## src/rtl/sbw_pkg.sv

```systemverilog
package sbw_pkg;
  typedef enum logic [1:0] {
    ST_IDLE,
    ST_HDR,
    ST_DATA
  } sbw_state_e;

  localparam logic [7:0]  STAT3_IDLE  = 8'h80;
  localparam logic [7:0]  STAT3_VALID = 8'h00;
  localparam logic [31:0] HDR_CUR_RST = 32'h0000_0001;
endpackage

```

## src/rtl/sbw_ptr_reg.sv

```systemverilog
module sbw_ptr_reg #(
  parameter int W      = 16,
  parameter int STRIDE = 2352
) (
  input  logic         clk,
  input  logic         rst,
  input  logic         step,
  input  logic         load,
  input  logic [W-1:0] load_val,
  output logic [W-1:0] q
);
  localparam logic [W-1:0] STEP_V = W'(STRIDE);

  always_ff @(posedge clk) begin
    if (rst)       q <= '0;
    else if (step) q <= q + STEP_V;
    else if (load) q <= load_val;
  end

  assert_stride_step_R4: assert property (@(posedge clk) disable iff (rst)
    step |=> q == $past(q) + STEP_V);
  assert_preset_R10: assert property (@(posedge clk) disable iff (rst)
    (load && !step) |=> q == $past(load_val));
endmodule

```

## src/rtl/sbw_status.sv

```systemverilog
module sbw_status
  import sbw_pkg::*;
#(
  parameter int HDR_W = 32
) (
  input  logic             clk,
  input  logic             rst,
  input  logic             accept,
  input  logic [HDR_W-1:0] hdr_in,
  input  logic             stat_rd,
  output logic [HDR_W-1:0] hdr_cur,
  output logic [HDR_W-1:0] hdr_alt,
  output logic [7:0]       stat3,
  output logic             irq_n
);
  assign hdr_alt = '0;

  always_ff @(posedge clk) begin
    if (rst) begin
      hdr_cur <= HDR_W'(HDR_CUR_RST);
      stat3   <= STAT3_IDLE;
      irq_n   <= 1'b1;
    end else if (accept) begin
      hdr_cur <= hdr_in;
      stat3   <= STAT3_VALID;
      irq_n   <= 1'b0;
    end else if (stat_rd) begin
      stat3   <= STAT3_IDLE;
      irq_n   <= 1'b1;
    end
  end

  assert_hdr_latch_R2: assert property (@(posedge clk) disable iff (rst)
    accept |=> (hdr_cur == $past(hdr_in)) && (stat3 == STAT3_VALID));
  assert_irq_post_R3: assert property (@(posedge clk) disable iff (rst)
    accept |=> !irq_n);
  assert_stat_read_R7: assert property (@(posedge clk) disable iff (rst)
    (stat_rd && !accept) |=> (stat3 == STAT3_IDLE) && irq_n);
endmodule

```

## src/rtl/sbw_writer.sv

```systemverilog
module sbw_writer
  import sbw_pkg::*;
#(
  parameter int RAM_AW     = 14,
  parameter int HDR_BYTES  = 4,
  parameter int DATA_BYTES = 2048
) (
  input  logic                   clk,
  input  logic                   rst,
  input  logic                   start,
  input  logic [RAM_AW-1:0]      start_base,
  input  logic [8*HDR_BYTES-1:0] hdr,
  input  logic                   dat_vld,
  input  logic [7:0]             dat_byte,
  output logic                   busy,
  output logic                   ram_we,
  output logic [RAM_AW-1:0]      ram_addr,
  output logic [7:0]             ram_wdata
);
  localparam int HDR_W = 8 * HDR_BYTES;
  localparam int TOTAL = HDR_BYTES + DATA_BYTES;
  localparam int CNT_W = $clog2(TOTAL);
  localparam logic [CNT_W-1:0] HDR_LAST = CNT_W'(HDR_BYTES - 1);
  localparam logic [CNT_W-1:0] ALL_LAST = CNT_W'(TOTAL - 1);

  sbw_state_e        state;
  logic [CNT_W-1:0]  cnt;
  logic [RAM_AW-1:0] base;
  logic [HDR_W-1:0]  hdr_q;
  logic [RAM_AW-1:0] cur_addr;

  assign cur_addr = base + RAM_AW'(cnt);

  always_ff @(posedge clk) begin
    if (rst) begin
      state     <= ST_IDLE;
      cnt       <= '0;
      base      <= '0;
      hdr_q     <= '0;
      busy      <= 1'b0;
      ram_we    <= 1'b0;
      ram_addr  <= '0;
      ram_wdata <= '0;
    end else begin
      ram_we <= 1'b0;
      unique case (state)
        ST_IDLE: if (start) begin
          state <= ST_HDR;
          busy  <= 1'b1;
          cnt   <= '0;
          base  <= start_base;
          hdr_q <= hdr;
        end
        ST_HDR: begin
          ram_we    <= 1'b1;
          ram_addr  <= cur_addr;
          ram_wdata <= hdr_q[HDR_W-1 -: 8];
          hdr_q     <= {hdr_q[HDR_W-9:0], 8'h00};
          cnt       <= cnt + CNT_W'(1);
          if (cnt == HDR_LAST) state <= ST_DATA;
        end
        ST_DATA: if (dat_vld) begin
          ram_we    <= 1'b1;
          ram_addr  <= cur_addr;
          ram_wdata <= dat_byte;
          cnt       <= cnt + CNT_W'(1);
          if (cnt == ALL_LAST) begin
            state <= ST_IDLE;
            busy  <= 1'b0;
          end
        end
        default: state <= ST_IDLE;
      endcase
    end
  end

  assert_write_in_busy_R5: assert property (@(posedge clk) disable iff (rst)
    ram_we |-> $past(busy));
  assert_busy_rise_R9: assert property (@(posedge clk) disable iff (rst)
    (start && !busy) |=> busy);
endmodule

```

## src/rtl/sector_buf_writer.sv

```systemverilog
module sector_buf_writer #(
  parameter int PTR_W      = 16,
  parameter int RAM_AW     = 14,
  parameter int STRIDE     = 2352,
  parameter int HDR_BYTES  = 4,
  parameter int DATA_BYTES = 2048
) (
  input  logic                   clk,
  input  logic                   rst,
  input  logic                   dec_en,
  input  logic                   wr_req,
  input  logic                   sec_vld,
  input  logic [8*HDR_BYTES-1:0] sec_hdr,
  input  logic                   dat_vld,
  input  logic [7:0]             dat_byte,
  input  logic                   stat_rd,
  input  logic                   ptr_ld,
  input  logic                   wa_ld,
  input  logic [PTR_W-1:0]       ld_val,
  output logic                   busy,
  output logic                   ram_we,
  output logic [RAM_AW-1:0]      ram_addr,
  output logic [7:0]             ram_wdata,
  output logic [PTR_W-1:0]       blk_ptr,
  output logic [PTR_W-1:0]       wr_addr,
  output logic [8*HDR_BYTES-1:0] hdr_cur,
  output logic [8*HDR_BYTES-1:0] hdr_alt,
  output logic [7:0]             stat3,
  output logic                   irq_n
);
  localparam int HDR_W = 8 * HDR_BYTES;
  localparam int NPTR  = 2;

  logic              accept;
  logic              step;
  logic [RAM_AW-1:0] start_base;
  logic [NPTR-1:0]   ld_vec;
  logic [PTR_W-1:0]  ptr_q [NPTR];

  assign accept     = sec_vld && dec_en && !busy;
  assign step       = accept && wr_req;
  assign ld_vec     = {wa_ld, ptr_ld};
  assign start_base = blk_ptr[RAM_AW-1:0] + RAM_AW'(STRIDE);
  assign blk_ptr    = ptr_q[0];
  assign wr_addr    = ptr_q[1];

  for (genvar g = 0; g < NPTR; g++) begin : g_ptr
    sbw_ptr_reg #(.W(PTR_W), .STRIDE(STRIDE)) i_ptr (
      .clk      (clk),
      .rst      (rst),
      .step     (step),
      .load     (ld_vec[g]),
      .load_val (ld_val),
      .q        (ptr_q[g])
    );
  end

  sbw_status #(.HDR_W(HDR_W)) i_status (
    .clk     (clk),
    .rst     (rst),
    .accept  (accept),
    .hdr_in  (sec_hdr),
    .stat_rd (stat_rd),
    .hdr_cur (hdr_cur),
    .hdr_alt (hdr_alt),
    .stat3   (stat3),
    .irq_n   (irq_n)
  );

  sbw_writer #(
    .RAM_AW(RAM_AW), .HDR_BYTES(HDR_BYTES), .DATA_BYTES(DATA_BYTES)
  ) i_writer (
    .clk        (clk),
    .rst        (rst),
    .start      (step),
    .start_base (start_base),
    .hdr        (sec_hdr),
    .dat_vld    (dat_vld),
    .dat_byte   (dat_byte),
    .busy       (busy),
    .ram_we     (ram_we),
    .ram_addr   (ram_addr),
    .ram_wdata  (ram_wdata)
  );

  assert_off_no_change_R1: assert property (@(posedge clk) disable iff (rst)
    (sec_vld && !dec_en && !busy) |=> $stable(hdr_cur));
  assert_busy_ignore_R9: assert property (@(posedge clk) disable iff (rst)
    (sec_vld && busy) |=> $stable(hdr_cur));
  assert_off_no_write_R1: assert property (@(posedge clk) disable iff (rst)
    (sec_vld && !dec_en && !busy) |=> !busy);
endmodule

```

## config.mk

```make
export PLATFORM = sky130hd
export DESIGN_NAME = sector_buf_writer
export DESIGN_NICKNAME = d
export VERILOG_FILES = /design/src/rtl/sbw_pkg.sv /design/src/rtl/sbw_ptr_reg.sv /design/src/rtl/sbw_status.sv /design/src/rtl/sbw_writer.sv /design/src/rtl/sector_buf_writer.sv
export SDC_FILE = /design/constraint.sdc
export NUM_CORES = 1
export LEC_CHECK = 0
export BUFFER_PORTS_ARGS = -buffer_cell sky130_fd_sc_hd__buf_4
export CAP_MARGIN = 20
export CELL_PAD_IN_SITES_DETAIL_PLACEMENT = 1
export CELL_PAD_IN_SITES_GLOBAL_PLACEMENT = 1
export CORE_ASPECT_RATIO = 0.75
export CORE_UTILIZATION = 35
export DETAILED_ROUTE_END_ITERATION = 8
export PLACE_DENSITY = 0.8
export SLEW_MARGIN = 20
export SYNTH_ARGS = -nofsm -noshare
export SYNTH_HDL_FRONTEND = slang
export SYNTH_SLANG_ARGS = --single-unit
export TNS_END_PERCENT = 20
```

## constraint.sdc

```tcl
create_clock -name clk -period 5.03 [get_ports clk]
set_input_delay 0.503 -clock clk [delete_from_list [all_inputs] [get_ports clk]]
set_output_delay 0.503 -clock clk [all_outputs]
set_load 0.02 [all_outputs]
```

==> Yosys cells after proc, flatten, opt, wreduce, memory -nomap -nowiden <==
Cells that the tools add are included.
{ "word_totals": {"register_bits": 150, "inputBits": 65, "output_inout_bits": 129, "word_cells": 72} }
{ "classes": {"n_addsub": 5, "n_eq_ne": 8, "mux": 28, "n_reduce_logical": 18} }
{ "ops": {"columns": ["operator", "count"], "rows": [
  ["two-way mux 16 bit", 4],
  ["one-hot mux 32 bit (2 select lines)", 1],
  ["one-hot mux 12 bit (3 select lines)", 1],
  ["adder 16 x 12 -> 16 bit (second input constant)", 2],
  ["two-way mux 32 bit", 1],
  ["one-hot mux 14 bit (2 select lines)", 1],
  ["two-way mux 12 bit", 2],
  ["two-way mux 8 bit", 3],
  ["one-hot mux 8 bit (2 select lines)", 1],
  ["adder 14 x 12 -> 14 bit", 1],
  ["adder 14 x 12 -> 14 bit (second input constant)", 1],
  ["two-way mux 14 bit", 1],
  ["adder 12 x 1 -> 12 bit (second input constant)", 1],
  ["== test 12 bit (second input constant)", 1],
  ["== test 12 x 2 -> 1 bit (second input constant)", 1],
  ["nonzero test 2 bit", 6],
  ["two-way mux 2 bit", 4],
  ["AND reduction 4 bit", 2],
  ["two-way mux 1 bit", 6],
  ["one-hot mux 2 bit (3 select lines)", 1],
  ["AND reduction 2 bit", 3],
  ["inequality test 2 x 1 -> 1 bit (second input constant)", 2],
  ["inequality test 2 bit (second input constant)", 2],
  ["one-hot mux 1 bit (2 select lines)", 2],
  ["other kinds (7)", 9]
]} }

==> Depth between registers and ports, before layout <==
{ "depth": {"ltp_word": 5, "depth_mapped": 9, "ltp_nobuf": 8} }

==> Hierarchy <==
From an unflattened synthesis, not the netlist that was laid out.
{ "unflattened": {"cells_unflattened": 887, "area_unflattened_um2": 7714.9} }
{ "by_module_without_submodules": {"columns": ["module", "instances", "cells_each", "area_each_um2", "seq_area_each_um2"], "rows": [
  ["sbw_writer", 1, 494, 4185.3, 1681.6],
  ["sbw_ptr_reg", 2, 109, 909.6, 320.3],
  ["sbw_status", 1, 148, 1506.4, 660.6],
  ["sector_buf_writer", 1, 27, 203.9, 0.0]
]} }

==> Worst setup path before layout <==
Ideal clock, no wire load.
{ "synth_path": {"path_type": "flip-flop to flip-flop", "startpoint": "register i_writer.cnt[0]", "endpoint": "register i_writer.ram_addr[12]", "setup_ns": 0.087, "arrival_time_ns": 1.951, "required_ns": 4.943, "setup_slack_ns": 2.992, "path_stages_with_launch": 9, "n_path_buf": 0, "synth_period_minus_slack_ns": 2.038, "cell_sequence": "dfxtp_1 ha_1 fa_1 a21oi_1 o21ai_0 a21oi_1 nor3_1 o21a_1 o31ai_1"} }
{ "synth_between": {"elab_chain_len": 3} }
{ "synth_lines": {"columns": ["item", "line_no", "text"], "rows": [
  ["start, declared", "sbw_writer.sv:27", "logic [CNT_W-1:0] cnt;"],
  ["start signal, assigned", "sbw_writer.sv:59", "cnt <= cnt + CNT_W'(1);"],
  ["start signal, assigned", "sbw_writer.sv:66", "cnt <= cnt + CNT_W'(1);"],
  ["adder 14 x 12 -> 14 bit (*)", "sbw_writer.sv:32", "assign cur_addr = base + RAM_AW'(cnt);"],
  ["two-way mux 14 bit", "sbw_writer.sv:62", "ST_DATA: if (dat_vld) begin"],
  ["one-hot mux 14 bit (2 select lines) (*)", "sbw_writer.sv:46", "unique case (state)"],
  ["end signal, assigned", "sbw_writer.sv:56", "ram_addr <= cur_addr;"],
  ["end signal, assigned", "sbw_writer.sv:64", "ram_addr <= cur_addr;"],
  ["end, declared", "sbw_writer.sv:17", "output logic [RAM_AW-1:0] ram_addr,"]
]} }
Every way passes the cells marked *; elsewhere a longest branch is shown, timed or not. The select of a mux whose other input is x is not followed.
A chain may end at the register's enable or synchronous reset.

==> Worst setup path after layout <==
{ "layout_path": {"startpoint": "register i_writer.state[1]", "endpoint": "register i_writer.hdr_q[21]"} }
{ "layout_between": {"elab_chain_len": 3, "elab_cells_between_ends": 6, "cone_classes": "2 x eq/ne; 1 x mux; 3 x reduce/logical"} }
{ "layout_lines": {"columns": ["item", "line_no", "text"], "rows": [
  ["start, declared", "sbw_writer.sv:26", "sbw_state_e state;"],
  ["start signal, assigned", "sbw_writer.sv:36", "state <= ST_IDLE;"],
  ["start signal, assigned", "sbw_writer.sv:48", "state <= ST_HDR;"],
  ["start signal, assigned", "sbw_writer.sv:60", "if (cnt == HDR_LAST) state <= ST_DATA;"],
  ["== test 2 x 1 -> 1 bit / logical NOT 2 bit (equally long branches)", "sbw_writer.sv:46", null],
  ["nonzero test 2 bit (no line) / inequality test 2 bit (equally long branches)", null, null],
  ["AND reduction 2 bit (no line)", null, null],
  ["end signal, assigned", "sbw_writer.sv:52", "hdr_q <= hdr;"],
  ["end signal, assigned", "sbw_writer.sv:58", "hdr_q <= {hdr_q[HDR_W-9:0], 8'h00};"],
  ["end, declared", "sbw_writer.sv:29", "logic [HDR_W-1:0] hdr_q;"]
]} }
Parallel ways exist; a longest one is shown, timed or not.

==> flow_metrics.env <==
export IMPL_cpMostUsedCell="inv_1"
export IMPL_cts_max_level=4
export IMPL_io_pins=194
export IMPL_cp_arrival_ns=3.09
export IMPL_drtPass1Iterations=5
export IMPL_status="completed"
export IMPL_grt_max_degree=86
export IMPL_period_share_pct=54.9
export IMPL_hold_buffers=0
export IMPL_ant_nets=0
export IMPL_power_w=0.00348
export IMPL_timing_clock_skew_ns=0.0107
export IMPL_drt_wl_total_mm=21.6
export IMPL_fin_crit_ns=2.76
export IMPL_io_buffers=154
export IMPL_fin_setup_tns_ns=0
export IMPL_core_area_sq_um=20300
export IMPL_cp_max_fo=33
export IMPL_final_setup_viol_count=0
export IMPL_cts_made_buffers=17
export IMPL_rr_worst_depth=7
export IMPL_cts_buffer_depth=2
export IMPL_grt_use_total_pct=20.4
export IMPL_grt_antenna_before_repair=0
export IMPL_yosysSeqAreaShare_pct=41.1
export IMPL_ys_async_sr_fraction_pct=0
export IMPL_finalHoldViolations=0
export IMPL_synth_ff_type="dfxtp_1"
export IMPL_post_cts_buffers=0
export IMPL_drive_gt1_share_pct=20.1
export IMPL_netlist_instances=895
export IMPL_crit_type="reg -> reg"
export IMPL_yosys_warnings=0
export IMPL_synthDistinctLibCells=58
export IMPL_hold_start="sec_hdr[0]"
export IMPL_drtIter0Drc=418
export IMPL_holdPathStages=3
export IMPL_crit_reg2reg_capture="i_writer.hdr_q[21]"
export IMPL_clk_pin_slew_ns=0.06
export IMPL_cts_repair_resized=0
export IMPL_clock_latency_ns=0.43
export IMPL_slew_limit_headroom_pct=36.0
export IMPL_vdd_drop_max_v=0.000226
export IMPL_cp_cell_sequence="inv_1, ha_2, inv_1, o21ai_4, buf_16, nor2_1, a211oi_1"
export IMPL_cts_root_buf="clkbuf_16"
export IMPL_nets=1098
export IMPL_overflow=0
export IMPL_cts_sinks=149
export IMPL_end_kind="flop"
export IMPL_die_y_um=127
export IMPL_finalMaxSlewViolations=0
export IMPL_ys_ff_latch=149
export IMPL_drc=0
export IMPL_fp_dieW_um=168
export IMPL_syn_area_per_cell_sq_um=8.11
export IMPL_worstMarginPinSlew_ns=0.960
export IMPL_synth_enable_flop_cells=0
export IMPL_cts_tree="done"
export IMPL_final_cell_mix="buf_4, nand2_1, dfxtp_1"
export IMPL_dieArea_sq_um=21300
export IMPL_syn_to_final_growth_pct=24.7
export IMPL_critPathLaunchType="flop"
export IMPL_cpPeakStageDelay_ns=0.82
export IMPL_dp_hpwl_mm=15.5
export IMPL_diodes=0
export IMPL_regToRegSetupSlack_ns=2.27
export IMPL_num_vias=6605
export IMPL_power_leakage_nw=3.66
export IMPL_drv_cap=0
export IMPL_grt_pass1_wl_mm=34.4
export IMPL_hold_class="in -> reg"
export IMPL_max_freq_mhz=362
export IMPL_hold_end="i_status.hdr_cur[0]"
export IMPL_r2r_start="i_writer.state[1]"
export IMPL_wl_per_cell_um=16.8
export IMPL_place_gp_congestion=0.787
export IMPL_power_density_nw_per_um2=384
export IMPL_final_common_cell="buf_4"
export IMPL_start_util_pct=35.8
export IMPL_synth_area_sq_um=7250
export IMPL_rsz0062_at_grt="false"
export IMPL_cp_data_required_time_ns=5.36
export IMPL_grt_pass1_vias=6471
export IMPL_cpMaxStageDelayCell="ha_2"
export IMPL_vias_per_cell=5.14
export IMPL_rows=45
## where the power goes
part,switching (W),total (W),internal (W)
combinational,0.000426,0.000687,0.000261
sequential,0.0000704,0.00134,0.00127
clock,0.000533,0.00145,0.000916
## area by class of cell
class                      instances  area (sq um)
timing repair buffer             162          1240
sequential                       149          2980
multi-input combinational        670          3790
fill                            2468         11200
tap                              258           323
inverter                          13          48.8
clock inverter                    13           218
clock buffer                      19           453
## logic make-up (layout without fill, tap and decap cells)
family	after synthesis	count (layout)	synth area share (%)
AND/OR/NAND/NOR	336	336	20.3
adder cells (fa/ha/maj)	20	20	3.55
buffers and inverters	114	207	8.81
other	1	39	0.0517
XOR/XNOR	25	25	3.02
flip-flops	149	149	41.1
AO/OA/AOI/OAI	216	216	18.4
multiplexers	34	34	4.73
## metrics by stage
stage | area (sq um) | utilization (%) | hold slack, ns | std cells | worst slack (ns)
2_1_floorplan | 7400 | - | 0.436 | 933 | 2.99
6_report | 9050 | 44.6 | 0.305 | 1284 | 2.27
3_3_place_gp | 8350 | 41.2 | 0.439 | 1251 | 2.25
4_1_cts | 9020 | 44.5 | 0.288 | 1283 | 1.97
3_5_place_dp | 8350 | 41.2 | 0.449 | 1251 | 2.03
5_1_grt | 9050 | 44.6 | 0.303 | 1284 | 2.02
## registers in the layout, summed over array words and instances (netlist names)
name and cells:
i_status.irq_n 1, i_writer.base 14, i_writer.cnt 12, i_writer.ram_we 1, i_writer.hdr_q 32, i_writer.state 2, i_writer.ram_addr 14, g_ptr.i_ptr.q 32
i_writer.ram_wdata 8, i_status.hdr_cur 32, i_writer.busy 1
## routing by layer
layer  up-vias  GRT usage, %  part of all wire [%]
li1       3251             -                     -
met1      3187          28.8                    51
met2       152          31.2                    44
met3        15          4.59                   4.3
met4         0          5.61                  0.87
met5         -             0                     0
## Yosys cell counts (2+ instances only)
| cell type | number | share of area [%] |
|---|---|---|
| a211oi_1 | 41 | 4.2 |
| a21o_1 | 6 | 0.62 |
| a21oi_1 | 100 | 6.9 |
| a221oi_1 | 11 | 1.3 |
| a22oi_1 | 4 | 0.41 |
| a31oi_1 | 8 | 0.69 |
| and2_1 | 4 | 0.34 |
| and3_1 | 7 | 0.60 |
| and3b_1 | 2 | 0.24 |
| buf_2 | 10 | 0.69 |
| buf_4 | 47 | 4.9 |
| buf_6 | 3 | 0.47 |
| clkbuf_1 | 40 | 2.1 |
| dfxtp_1 | 149 | 41 |
| ha_1 | 19 | 3.3 |
| inv_1 | 13 | 0.67 |
| mux2i_1 | 32 | 4.4 |
| nand2_1 | 155 | 8.0 |
| nand2b_1 | 10 | 0.86 |
| nand3_1 | 25 | 1.7 |
| nand3b_1 | 3 | 0.31 |
| nand4_1 | 8 | 0.69 |
| nor2_1 | 89 | 4.6 |
| nor2_2 | 2 | 0.17 |
| nor2b_1 | 2 | 0.17 |
| nor3_1 | 13 | 0.90 |
| nor3b_1 | 2 | 0.21 |
| nor4b_1 | 2 | 0.24 |
| o211a_1 | 2 | 0.28 |
| o211ai_1 | 5 | 0.52 |
| o21a_1 | 5 | 0.52 |
| o21ai_0 | 23 | 1.6 |
| or3_1 | 5 | 0.43 |
| xnor2_1 | 11 | 1.3 |
| xor2_1 | 14 | 1.7 |
## worst max-delay path by stage
stage | startpoint | to | cells after the start
floorplan | i_writer.cnt[0] | i_writer.ram_addr[12] | 8
global placement | i_writer.state[1] | i_writer.hdr_q[9] | 6
detailed placement | i_writer.state[1] | i_writer.hdr_q[21] | 6
CTS | i_writer.state[1] | i_writer.hdr_q[16] | 6
global route | i_writer.state[1] | i_writer.hdr_q[21] | 7
finish | i_writer.state[1] | i_writer.hdr_q[21] | 7
## worst max-delay path, delay by kind of cell (launching register included)
kind | cells | cell delay, ns
flops | 1 | 0.34
simple gates | 1 | 0.06
compound gates | 2 | 0.79
buf+inv | 3 | 0.65
fa+ha+maj | 1 | 0.82
Power figures use the tool's default switching activity.
